==> config.mk <==
export PLATFORM = sky130hd
export DESIGN_NAME = vlc_part_table
export DESIGN_NICKNAME = d
export VERILOG_FILES = /design/src/rtl/vlc_pkg.sv /design/src/rtl/vlc_subtable.sv /design/src/rtl/vlc_ctrl.sv /design/src/rtl/vlc_datapath.sv /design/src/rtl/vlc_part_table.sv
export SDC_FILE = /design/constraint.sdc
export NUM_CORES = 1
export LEC_CHECK = 0
export BUFFER_PORTS_ARGS = -buffer_cell sky130_fd_sc_hd__buf_2
export CORE_MARGIN = 2
export CORE_UTILIZATION = 35
export DETAILED_ROUTE_END_ITERATION = 8
export GPL_TIMING_DRIVEN = 0
export MAX_ROUTING_LAYER = met4
export PLACE_DENSITY = 0.57
export SLEW_MARGIN = 15
export SYNTH_ARGS = -nofsm -noshare
export SYNTH_HDL_FRONTEND = slang
export SYNTH_SLANG_ARGS = --single-unit
==> constraint.sdc <==
create_clock -name clk -period 2.7 [get_ports clk]
set_clock_uncertainty 0.1 [all_clocks]
set_input_delay 0.54 -clock clk [delete_from_list [all_inputs] [get_ports clk]]
set_output_delay 0.54 -clock clk [all_outputs]
set_load 0.005 [all_outputs]
==> src/rtl/vlc_pkg.sv <==
package vlc_pkg;
  localparam int CODE_W = 16;
  localparam int SYM_W  = 8;
  localparam int LEN_W  = 5;
  localparam int NBLK   = 3;
  localparam int BLK_W  = $clog2(NBLK + 1);
  localparam int NPAD   = 2 ** BLK_W;
  localparam logic [BLK_W-1:0] NO_BLK = '1;

  typedef struct packed {
    logic             hit;
    logic [SYM_W-1:0] sym;
    logic [LEN_W-1:0] len;
  } look_t;

  // strobes from control to datapath
  typedef struct packed {
    logic [NBLK-1:0]  load;
    logic [BLK_W-1:0] sel;
    logic             takeHit;
    logic             takeMiss;
  } strobe_t;

  // smallest, most frequent codes
  function automatic look_t lookBlk0(input logic [CODE_W-1:0] key);
    look_t r;
    r = '0;
    if (key[CODE_W-1 -: 2] == 2'b11) begin
      r.hit = 1'b1; r.sym = SYM_W'(0); r.len = LEN_W'(2);
    end else if (key[CODE_W-1 -: 3] == 3'b101) begin
      r.hit = 1'b1; r.sym = SYM_W'(1); r.len = LEN_W'(3);
    end else if (key[CODE_W-1 -: 3] == 3'b100) begin
      r.hit = 1'b1; r.sym = SYM_W'(2); r.len = LEN_W'(3);
    end
    return r;
  endfunction

  // twelve 6-bit codes
  function automatic look_t lookBlk1(input logic [CODE_W-1:0] key);
    look_t r;
    logic [5:0] v;
    r = '0;
    v = key[CODE_W-1 -: 6];
    if (v >= 6'd20) begin
      r.hit = 1'b1; r.sym = SYM_W'(v) - SYM_W'(17); r.len = LEN_W'(6);
    end
    return r;
  endfunction

  // rare codes: 10-bit and 16-bit groups
  function automatic look_t lookBlk2(input logic [CODE_W-1:0] key);
    look_t r;
    logic [7:0] a;
    r = '0;
    a = key[CODE_W-3 -: 8];
    if (key[CODE_W-1 -: 2] == 2'b00 && a < 8'd100) begin
      r.hit = 1'b1; r.sym = SYM_W'(15) + SYM_W'(a); r.len = LEN_W'(10);
    end else if (key[CODE_W-1 -: 4] == 4'b0100 && key[CODE_W-5 -: 8] == 8'd0) begin
      r.hit = 1'b1; r.sym = SYM_W'(115) + SYM_W'(key[3:0]); r.len = LEN_W'(16);
    end
    return r;
  endfunction
endpackage

==> src/rtl/vlc_subtable.sv <==
module vlc_subtable
  import vlc_pkg::*;
#(
  parameter int BLK = 0
) (
  input  logic [CODE_W-1:0] key,
  output look_t             res
);
  generate
    if (BLK == 0) begin : g_b0
      assign res = lookBlk0(key);
    end else if (BLK == 1) begin : g_b1
      assign res = lookBlk1(key);
    end else begin : g_b2
      assign res = lookBlk2(key);
    end
  endgenerate
endmodule

==> src/rtl/vlc_ctrl.sv <==
module vlc_ctrl
  import vlc_pkg::*;
(
  input  logic            clk,
  input  logic            rstN,
  input  logic            inValid,
  input  logic [NBLK-1:0] hitVec,
  output logic            inReady,
  output strobe_t         strb
);
  logic [BLK_W-1:0] stepQ, stepD;
  logic [NPAD-1:0]  hitPad;
  logic searching, curHit, lastMiss, done, accept;

  assign hitPad = NPAD'(hitVec);

  always_comb begin
    searching = (stepQ != NO_BLK);
    curHit    = searching && hitPad[stepQ];
    lastMiss  = (stepQ == BLK_W'(NBLK - 1)) && !hitPad[stepQ];
    done      = curHit || lastMiss;
    inReady   = !searching || done;
    accept    = inValid && inReady;

    strb.load[0] = accept;
    for (int k = 1; k < NBLK; k++) begin
      strb.load[k] = (stepQ == BLK_W'(k - 1)) && !hitPad[stepQ];
    end
    strb.sel      = stepQ;
    strb.takeHit  = curHit;
    strb.takeMiss = lastMiss;

    if (accept)         stepD = '0;
    else if (done)      stepD = NO_BLK;
    else if (searching) stepD = stepQ + BLK_W'(1);
    else                stepD = stepQ;
  end

  always_ff @(posedge clk or negedge rstN) begin
    if (!rstN) stepQ <= NO_BLK;
    else       stepQ <= stepD;
  end
endmodule

==> src/rtl/vlc_datapath.sv <==
module vlc_datapath
  import vlc_pkg::*;
(
  input  logic                        clk,
  input  logic                        rstN,
  input  logic [CODE_W-1:0]           inCode,
  input  strobe_t                     strb,
  output logic [NBLK-1:0]             hitVec,
  output logic [NBLK-1:0][CODE_W-1:0] keys,
  output logic                        outValid,
  output logic [SYM_W-1:0]            outSym,
  output logic [LEN_W-1:0]            outLen,
  output logic [BLK_W-1:0]            outBlk,
  output logic                        outErr
);
  logic [NBLK-1:0][CODE_W-1:0] src;
  look_t lk [NPAD];

  always_comb begin
    src[0] = inCode;
    for (int k = 1; k < NBLK; k++) src[k] = keys[k-1];
    for (int k = 0; k < NBLK; k++) hitVec[k] = lk[k].hit;
  end

  // per-sub-table key registers: only the reached one loads
  always_ff @(posedge clk or negedge rstN) begin
    if (!rstN) begin
      keys <= '0;
    end else begin
      for (int k = 0; k < NBLK; k++) begin
        if (strb.load[k]) keys[k] <= src[k];
      end
    end
  end

  generate
    for (genvar g = 0; g < NPAD; g++) begin : g_tab
      if (g < NBLK) begin : g_real
        vlc_subtable #(.BLK(g)) u_tab (.key(keys[g]), .res(lk[g]));
      end else begin : g_pad
        assign lk[g] = '0;
      end
    end
  endgenerate

  // output selection by matching index
  always_ff @(posedge clk or negedge rstN) begin
    if (!rstN) begin
      outValid <= 1'b0;
      outSym   <= '0;
      outLen   <= '0;
      outBlk   <= '0;
      outErr   <= 1'b0;
    end else begin
      outValid <= strb.takeHit || strb.takeMiss;
      if (strb.takeHit) begin
        outSym <= lk[strb.sel].sym;
        outLen <= lk[strb.sel].len;
        outBlk <= strb.sel;
        outErr <= 1'b0;
      end else if (strb.takeMiss) begin
        outSym <= '0;
        outLen <= '0;
        outBlk <= NO_BLK;
        outErr <= 1'b1;
      end
    end
  end
endmodule

==> src/rtl/vlc_part_table.sv <==
module vlc_part_table
  import vlc_pkg::*;
(
  input  logic              clk,
  input  logic              rstN,
  input  logic              inValid,
  output logic              inReady,
  input  logic [CODE_W-1:0] inCode,
  output logic              outValid,
  output logic [SYM_W-1:0]  outSym,
  output logic [LEN_W-1:0]  outLen,
  output logic [BLK_W-1:0]  outBlk,
  output logic              outErr
);
  strobe_t                     strb;
  logic [NBLK-1:0]             hitVec;
  logic [NBLK-1:0][CODE_W-1:0] keyBus;

  vlc_ctrl u_ctrl (
    .clk(clk), .rstN(rstN), .inValid(inValid), .hitVec(hitVec),
    .inReady(inReady), .strb(strb)
  );

  vlc_datapath u_dp (
    .clk(clk), .rstN(rstN), .inCode(inCode), .strb(strb),
    .hitVec(hitVec), .keys(keyBus),
    .outValid(outValid), .outSym(outSym), .outLen(outLen),
    .outBlk(outBlk), .outErr(outErr)
  );
endmodule

* After elaboration in Yosys (flattened, before gate mapping)
Index checks and enable logic that the tools add are counted.
** Operators by class
- Divide/modulo/power cells :: 0
- Mux-type cells :: 22
- Order comparisons :: 4
- Reduce and logical (&&, ||, !) cells :: 16
- Shift-type cells :: 0
- Multiply operators :: 0
- Add/subtract/negate cells :: 4
- Bitwise gates (word level) :: 1
- Equal/unequal tests :: 7
** Operators with widths (number)
- 14-bit two-way mux :: 6
- 14-bit binary-select mux with 2-bit select :: 1
- 13-bit two-way mux :: 2
- 8-bit two-way mux :: 2
- 2-bit two-way mux :: 5
- 5-bit two-way mux :: 2
- 4-bit by 8-bit adder with 8-bit output, first input constant :: 1
- 7-bit by 4-bit adder with 8-bit output, first input constant :: 1
- 8-bit logical NOT :: 1
- 8-bit by 7-bit less-than comparator with 1-bit output, second input constant :: 1
- 1-bit logical AND :: 7
- 6-bit by 5-bit subtractor with 7-bit output, second input constant :: 1
- 3-bit == test, second input constant :: 2
- 6-bit by 5-bit greater-or-equal comparator with 1-bit output, second input constant :: 1
- 2-bit == test, second input constant :: 2
- 4-bit by 3-bit == test with 1-bit output, second input constant :: 1
- 2-bit logical NOT :: 2
- 3-bit greater-or-equal comparator, second input constant :: 1
- 2-bit by 3-bit less-than comparator with 1-bit output, second input constant :: 1
- 1-bit two-way mux :: 3
- 2-bit inverter with 3-bit output :: 1
- 3-bit nonzero test :: 1
- 2-bit by 1-bit adder with 2-bit output, second input constant :: 1
- 1-bit binary-select mux with 2-bit select :: 1
- 5 further kinds :: 7
** Word-level totals
- RAM bits :: 0
- Memory bits (read-only) :: 0
- Register bits after elaboration :: 67
- Memories kept :: 0
- Word-level logic and storage cells :: 63
- Bits in latches :: 0

* Longest topological paths before layout
Gate-level depths: netlist (run 1).
- Word-level depth :: 12
- Mapped depth :: 7

* Hierarchy
From an unflattened synthesis (run 1), not the netlist that was laid out.
** Unflattened totals
- Cell total of the unflattened synthesis :: 301
- Area total of the unflattened synthesis :: 3671.0 um2
** By module, submodules not included
- vlc_datapath :: sequential area each 1626.6 um2, area an instance 2716.4 um2, cells an instance 174, instances 1
- vlc_subtable (u_dp.g_tab[2].g_real.u_tab) :: sequential area each 0.0 um2, area an instance 331.6 um2, cells an instance 49, instances 1
- vlc_ctrl :: sequential area each 52.6 um2, area an instance 314.1 um2, cells an instance 33, instances 1
- vlc_subtable (u_dp.g_tab[1].g_real.u_tab) :: sequential area each 0.0 um2, area an instance 198.9 um2, cells an instance 30, instances 1
- vlc_subtable (u_dp.g_tab[0].g_real.u_tab) :: sequential area each 0.0 um2, area an instance 110.1 um2, cells an instance 15, instances 1

* Least setup slack after synthesis (run 1)
OpenSTA, ideal clock, no wires.
- Kind :: reg-to-reg
- From :: reg u_ctrl.stepQ[0]
- To :: reg u_dp.keys[10] in the netlist's numbering
- Buffers on the path :: 2
- Setup slack :: 0.679 ns
- Data arrival time :: 1.793 ns
- Stages on the path, launching flop included :: 8
- Data required time :: 2.473 ns
- Clock period less this slack :: 2.021 ns
- Cell sequence :: dfstp_2 buf_4 nand2b_1 o31a_2 inv_4 o21ai_4 buf_6 mux2_1
** Between the ends
- Word-level cells in the longest chain between the ends :: 7
- Elaborated cells between the ends (all ways) :: 11
- Those cells by class :: eq/ne (2); mux (2); reduce/logical (7)
** Ends and longest elaborated chain
- start: declaration :: RTL line vlc_ctrl.sv:11 : logic [BLK_W-1:0] stepQ, stepD;
- start signal: assignment :: RTL line vlc_ctrl.sv:41 : else stepQ <= stepD;
- 1-bit binary-select mux with 2-bit select :: RTL line vlc_ctrl.sv:19, vlc_ctrl.sv:20
- 1-bit two-way mux (implied by the code) :: RTL line vlc_ctrl.sv:19, vlc_ctrl.sv:20
- 1-bit logical NOT :: RTL line vlc_ctrl.sv:20 : lastMiss = (stepQ == BLK_W'(NBLK - 1)) && !hitPad[stepQ];
- 1-bit logical AND :: RTL line vlc_ctrl.sv:20
- 1-bit logical OR (*) :: RTL line vlc_ctrl.sv:21 : done = curHit || lastMiss;
- via u_ctrl.done :: RTL line vlc_ctrl.sv:13 : logic searching, curHit, lastMiss, done, accept;
- 1-bit logical OR (*) :: RTL line vlc_ctrl.sv:22 : inReady = !searching || done;
- 1-bit logical AND (*) :: RTL line vlc_ctrl.sv:23 : accept = inValid && inReady;
- end signal: indexed assignment :: RTL line vlc_datapath.sv:31 : if (strb.load[k]) keys[k] <= src[k];
- end: declaration :: RTL line vlc_datapath.sv:9 : output logic [NBLK-1:0][CODE_W-1:0] keys,
Mark *: on every way through the listed nets, which the timed path passes. The rest lies on a longest branch. The select of a mux whose other input is x is not followed.
A chain may end at the register's enable or synchronous reset.

* Final worst setup path (run 1)
- From :: reg u_ctrl.stepQ[0]
- To :: out inReady
** Between the ends
- Word-level cells in the longest chain between the ends :: 6
- Elaborated cells between the ends (all ways) :: 10
- Those cells by class :: eq/ne (2); mux (2); reduce/logical (6)
** Ends and longest elaborated chain
- 1-bit binary-select mux with 2-bit select :: RTL line vlc_ctrl.sv:19, vlc_ctrl.sv:20
- 1-bit two-way mux (implied by the code) :: RTL line vlc_ctrl.sv:19, vlc_ctrl.sv:20
- 1-bit logical NOT :: RTL line vlc_ctrl.sv:20
- 1-bit logical AND :: RTL line vlc_ctrl.sv:20
- 1-bit logical OR :: RTL line vlc_ctrl.sv:21
- 1-bit logical OR (*) :: RTL line vlc_ctrl.sv:22
- end: declaration :: RTL line vlc_part_table.sv:7 : output logic inReady,
Mark *: on every way between the ends. The rest lies on a longest branch, timed or not. The select of a mux whose other input is x is not followed.

==> metrics.md, run 1 <==
| Metric | Value |
|---|---|
| Maximum capacitance violations | `0` |
| Leakage | `1.65 nW` |
| Register area share after synthesis | `52.0%` |
| Mapped Cells | `247` |
| Port bufs | `36` |
| Area post-placement | `3570 um2` |
| Worst R2R Setup Slack | `420 ps` |
| H-tree depth | `3` |
| Worst r2r path cells | `7` |
| Outcome | `completed` |
| Hold Buf Count CTS | `0` |
| Clock Path Buffers | `2` |
| Initial Util | `35.5%` |
| Nets | `323` |
| Req. time, crit path | `2060 ps` |
| Commonest cells after routing, fill and taps aside | `65 x dfrtp_1, 48 x mux2_1, 36 x buf_2, 13 x nand2_1, 12 x clkbuf_8` |
| Hpwl dp | `4720 um` |
| Worst setup margin | `181 ps` |
| CTS tree | `built` |
| Crit share post-route | `93.3%` |
| Top cells by area, synth | `dfrtp_1 50%, mux2_1 17%, ha_1 3.5%` |
| Total die area | `10000 um2` |
| Ys flop type | `dfrtp_1` |
| Placeable core region | `9110 um2` |
| Least-Margin Pin Slew | `588 ps` |
| Peak supply drop | `0.000408 V` |
| Kind of critical path | `flip-flop to output pin` |
| Vias in the first global route | `1987` |
| EDFF count, synth | `0` |
| Dpl ws | `387 ps` |
| Placed cells | `395` |
| Share of the synthesized area in the top cell type | `50.4%` |
| Post-CTS sizing | `0` |
| Final instance area | `3750 um2` |
| Synth Warn # | `0` |
| Final Util | `41.2%` |
| FFs w/ async S/R, synth | `100%` |
| Die Y-Extent | `100 um` |
| Number of vias per cell | `5.00` |
| Drt total wl | `6370 um` |
| Root cell of the clock tree | `clkbuf_8` |
| Critical Path Slowest Stage Cell | `dfstp_2` |
| Worst Setup Start Kind | `flip-flop` |
| Final Setup Violations | `0` |
| Max incr delay on CP | `560 ps` |
| Most used cell, CP | `nand2b_1` |
| Fmax | `397 MHz` |
| Postcts setup bufs | `0` |
| Final setup TNS | `0 ps` |
| Avg WL per Cell | `15.5 um` |
| GRT Util Overall | `13.9%` |
| Netlist cell types | `56` |
| Num CTS Buffers | `9` |
| Share of post-route cells with drive strength above 1 | `23.7%` |
| Final hold vios | `0` |
| Max_slew headroom | `60.5%` |
| Routability congestion estimate | `0.793` |
| Clock latency on the worst-skew pair | `330 ps` |
| ANT cells | `0` |
| Iteration-0 DRC Markers | `80` |
| Slew Viols, Final | `0` |
| Number of synthesized register bits | `67` |
| Critical path, cell by cell | `buf_4 -> nand2b_1 -> o31a_2 -> nand2b_1 -> buf_2` |
| ANT nets after route | `0` |
| DRC Markers | `0` |
| DR pass1 iterations | `4` |
| Most common cell after layout, fill and taps aside | `dfrtp_1` |
| Largest net degree at the start of global routing | `40` |
| Min Tclk post-route | `2520 ps` |
| Die Width | `100 um` |
| CTS Sinks | `67` |
| Synthesized Nets | `275` |
| P&R area growth vs syn | `16.2%` |
| Cell Rows | `35` |
| First-pass GRT wire length | `10400 um` |
| Via count | `2048` |
| Layout Cells excl Fill | `410` |
| Initial antenna violation count | `0` |
| Hold Crit Class | `input pin to async pin` |
| Mean Syn Cell Area | `13.1 um2` |
| Clock Pin Slew Worst Setup and Hold Paths | `70 ps` |
| CP endpoint kind | `output pin` |
| GRT overflow | `0` |
| Worst-path maximum fanout | `10` |
| I/O pin count | `37` |
| R2R Path Start | `u_ctrl.stepQ[0]` |
| RSZ-0062 raised after global routing | `no` |
| Synth area leader | `dfrtp_1` |
| Worst EP arrival | `1880 ps` |
| Post-Syn Area | `3230 um2` |
| Worst reg2reg path endpoint | `u_dp.keys[14]` |
| PwrDens | `1280 nW/um2` |
-- layout make-up --
cell class / count / area [um2]
clock buffer: 14 / 173
multi-input combinational: 159 / 1430
buffer: 9 / 68.8
timing repair buffer: 37 / 203
sequential: 67 / 1680
tap: 111 / 139
clock inverter: 1 / 7.51
fill: 900 / 5360
inverter: 12 / 47.5
-- kinds of logic after synthesis --
logic type / count (synthesis) / synth area share, %
flops: 67 / 52.0
compound gates: 49 / 12.3
mux: 48 / 16.7
simple gates: 47 / 10.3
buf+inv: 21 / 3.60
fa+ha+maj: 9 / 3.49
xor+xnor: 6 / 1.63
-- layer usage --
metal	vias up	share of wire [%]	global-route usage (%)	wire (um)
li1	1008	-	-	-
met1	992	49	19.3	3110
met2	39	46	20.4	2910
met3	9	3.9	2.65	246
met4	0	1.6	5.06	101
met5	-	0	-	0
-- worst max-delay path, delay by kind of cell (launching register included) --
| family | cells | cell delay (ps) |
|---|---|---|
| flops | 1 | 560 |
| compound gates | 1 | 450 |
| buf+inv | 2 | 290 |
| simple gates | 2 | 250 |
-- state kept, by name, indices dropped and copies added (netlist names) --
signal / flops
u_ctrl.stepQ: 2
u_dp.keys: 48
u_dp.outBlk: 2
u_dp.outErr: 1
u_dp.outLen: 5
u_dp.outSym: 8
u_dp.outValid: 1
-- synth_stat cells (all sizes together), types with 2 or more instances --
cell type / n
nand2: 13
a32o: 3
a22o: 2
xnor2: 3
o221ai: 4
o31ai: 2
inv: 12
clkbuf: 2
dfstp: 2
o21ai: 11
o31a: 4
buf: 7
xor2: 3
nand4: 5
a21oi: 4
o21a: 2
dfrtp: 65
mux2: 48
nor4b: 2
o22ai: 3
nor2: 9
nand2b: 3
or3b: 2
nand3: 2
ha: 9
nor4: 2
a2bb2oi: 2
nor3: 4
-- power by group --
| group | internal (mW) | total, mW | switching [mW] |
|---|---|---|---|
| clock network | 0.405 | 0.764 | 0.359 |
| logic | 1.00 | 2.13 | 1.13 |
| registers | 1.51 | 1.90 | 0.387 |
-- worst max path at each step --
stage | cells past startpoint | slack (ps) | end | start
2_1_floorplan | 7 | 680 | u_dp.keys[10] | u_ctrl.stepQ[0]
3_3_place_gp | 7 | 410 | u_dp.keys[15] | u_ctrl.stepQ[0]
3_5_place_dp | 7 | 390 | u_dp.keys[14] | u_ctrl.stepQ[0]
4_1_cts | 5 | 170 | inReady | u_ctrl.stepQ[0]
5_1_grt | 4 | 60 | inReady | u_ctrl.stepQ[1]
6_report | 5 | 180 | inReady | u_ctrl.stepQ[0]
-- per-stage QoR --
step,hold WS [ps],power (mW)
final,33.7,4.80
after global routing,44.5,5.17
after CTS,32.3,4.86
after detailed placement,372,4.08
after global placement,366,4.01
after floorplan,144,3.44
Power figures use the tool's default switching activity.
==> run 2, diff against run 1 <==
- RECOVER_POWER: unset -> 50
==> metrics.md, run 2 (synthesis gave the netlist of run 1 again) <==
| Metric | Value |
|---|---|
| Outcome | `complete, but fails checks (was completed)` |
| Failing checks | `max-capacitance violations, max-slew violations` |
| GRT Util Overall | `13.9% (unchanged)` |
| Min Tclk post-route | `2520 ps (about the same)` |
| Worst reg2reg path endpoint | `u_dp.keys[14] (unchanged)` |
| Busiest layer in global routing | `met2 (unchanged)` |
| P&R area growth vs syn | `15.9% (was 16.2%)` |
| Initial Util | `35.5% (unchanged)` |
| Max reg flops | `48 (unchanged)` |
| GRT overflow | `0 (unchanged)` |
| PwrDens | `1280 nW/um2 (about the same)` |
| Number of vias per cell | `5.00 (about the same)` |
| Fmax | `397 MHz (about the same)` |
| Drt total wl | `6400 um (was 6370 um)` |
| DR pass1 iterations | `4 (unchanged)` |
| Largest net degree at the start of global routing | `40 (unchanged)` |
| Overall Power | `4.79 mW (was 4.80 mW)` |
| Share of post-route cells with drive strength above 1 | `22.1% (was 23.7%)` |
| Peak supply drop | `0.000408 V (about the same)` |
| Die Width | `100 um (unchanged)` |
| Num CTS Buffers | `9 (unchanged)` |
| I/O pin count | `37 (unchanged)` |
| Routability congestion estimate | `0.793 (unchanged)` |
| Req. time, crit path | `2060 ps (about the same)` |
| H-tree depth | `3 (unchanged)` |
| Final setup TNS | `0 ps (unchanged)` |
| ANT cells | `0 (unchanged)` |
| Crit share post-route | `93.3% (about the same)` |
| RSZ-0062 raised after global routing | `no (unchanged)` |
| Hold Crit Class | `input pin to flip-flop (was input pin to async pin)` |
| Port bufs | `36 (unchanged)` |
| Max_slew headroom | `-12.3% (was 60.5%)` |
| GR met2 Demand/Resource | `20.4% (unchanged)` |
| Worst r2r path cells | `7 (unchanged)` |
| Final Util | `41.1% (was 41.2%)` |
| Root cell of the clock tree | `clkbuf_8 (unchanged)` |
| Post-CTS sizing | `0 (unchanged)` |
| Slew Viols, Final | `29 (was 0)` |
| ANT nets after route | `0 (unchanged)` |
| CTS Sinks | `67 (unchanged)` |
| Iteration-0 DRC Markers | `80 (unchanged)` |
| Dpl ws | `387 ps (unchanged)` |
| Hpwl dp | `4720 um (unchanged)` |
| Clock latency on the worst-skew pair | `330 ps (about the same)` |
| CTS tree | `built (unchanged)` |
| Kind of critical path | `flip-flop to output pin (unchanged)` |
| Worst R2R Setup Slack | `420 ps (about the same)` |
| Initial antenna violation count | `0 (unchanged)` |
| Via count | `2051 (was 2048)` |
| Maximum capacitance violations | `1 (was 0)` |
| Final Setup Violations | `0 (unchanged)` |
| Die Y-Extent | `100 um (unchanged)` |
| Met1 global-route usage | `19.3% (unchanged)` |
| DRC Markers | `0 (unchanged)` |
| Commonest cells after routing, fill and taps aside | `65 x dfrtp_1, 48 x mux2_1, 32 x buf_2, 13 x nand2_1, 12 x clkbuf_8 (was 65 x dfrtp_1, 48 x mux2_1, 36 x buf_2, 13 x nand2_1, 12 x clkbuf_8)` |
| R2R Path Start | `u_ctrl.stepQ[0] (unchanged)` |
| Total die area | `10000 um2 (unchanged)` |
| Hold path start | `inValid` |
| Vias in the first global route | `1987 (unchanged)` |
| Worst setup margin | `180 ps (was 181 ps)` |
| Postcts setup bufs | `0 (unchanged)` |
| Number of fill cells | `903 (was 900)` |
| Clock Path Buffers | `2 (unchanged)` |
| Worst EP arrival | `1880 ps (about the same)` |
| Avg WL per Cell | `15.6 um (was 15.5 um)` |
| Leakage | `1.63 nW (was 1.65 nW)` |
| Hold Buf Count CTS | `0 (unchanged)` |
| CP endpoint kind | `output pin (unchanged)` |
| Least-Margin Pin Slew | `1680 ps (was 588 ps)` |
| Worst setup path start | `u_ctrl.stepQ[0] (unchanged)` |
| Hold Crit Depth | `2` |
| Nets | `323 (unchanged)` |
| Clock Pin Slew Worst Setup and Hold Paths | `70 ps (about the same)` |
| GR Util met3 | `2.65% (unchanged)` |
| Final hold vios | `0 (unchanged)` |
| WHS Endpoint | `u_ctrl.stepQ[1]` |
| Top reg by flops | `u_dp.keys (unchanged)` |
| First-pass GRT wire length | `10400 um (unchanged)` |
| Placeable core region | `9110 um2 (unchanged)` |
| Regs by FF count | `u_dp.keys (48), u_dp.outSym (8), u_dp.outLen (5) (unchanged)` |
| Most common cell after layout, fill and taps aside | `dfrtp_1 (unchanged)` |
| Cell Rows | `35 (unchanged)` |
| Worst Setup Start Kind | `flip-flop (unchanged)` |
| Worst-path maximum fanout | `10 (unchanged)` |
## run 2: changes by cell type in the layout (fill, tap and decap cells not counted), sizes merged
| cell | previous run | this run |
|---|---|---|
| buf | 44 | 39 |
| clkbuf | 16 | 21 |
## run 2: layer usage
metal / vias up / part of all wire (%)
li1: 1006 / -
met1: 994 / 49
met2: 42 / 46
met3: 9 / 4.0
met4: 0 / 1.6
met5: - / 0
## run 2: worst max-delay path by stage
| stage | to | slack [ps] |
|---|---|---|
| after detailed placement | u_dp.keys[14] | 390 |
| after CTS | inReady | 170 |
| after global routing | inReady | 60 |
| after floorplan | u_dp.keys[10] | 680 |
| after global placement | u_dp.keys[15] | 410 |
| final | inReady | 180 |
## run 2: per-stage QoR
stage	hold WS, ps	cell area, um2	cells
floorplan	144	3230	247
finish	311	3740	410
global route	303	3740	410
detailed placement	372	3570	395
CTS	32.3	3750	410
global placement	366	3550	394
## run 2: cell type report
type	instances	area, um2	share of cell area (%)
well taps	111	139	3.71
clock buffers	14	173	4.61
repair buffers	37	194	5.18
clock inverters	1	7.51	0.201
multi-input cells	159	1430	38.3
flip-flops and latches	67	1680	44.9
plain buffers	9	68.8	1.84
inverters	12	47.5	1.27
## run 2: worst max-delay path: stages (launching register included)
cell	delay [ps]
dfstp_2	560
buf_4	160
nand2b_1	100
o31a_2	450
nand2b_1	150
buf_2	130
## run 2: where the power goes
part           internal, mW  switching [mW]  total, mW  leakage (nW)
Combinational          1.00            1.13       2.13         0.727
Sequential             1.51           0.388       1.90         0.810
Clock                 0.405           0.358      0.763        0.0888
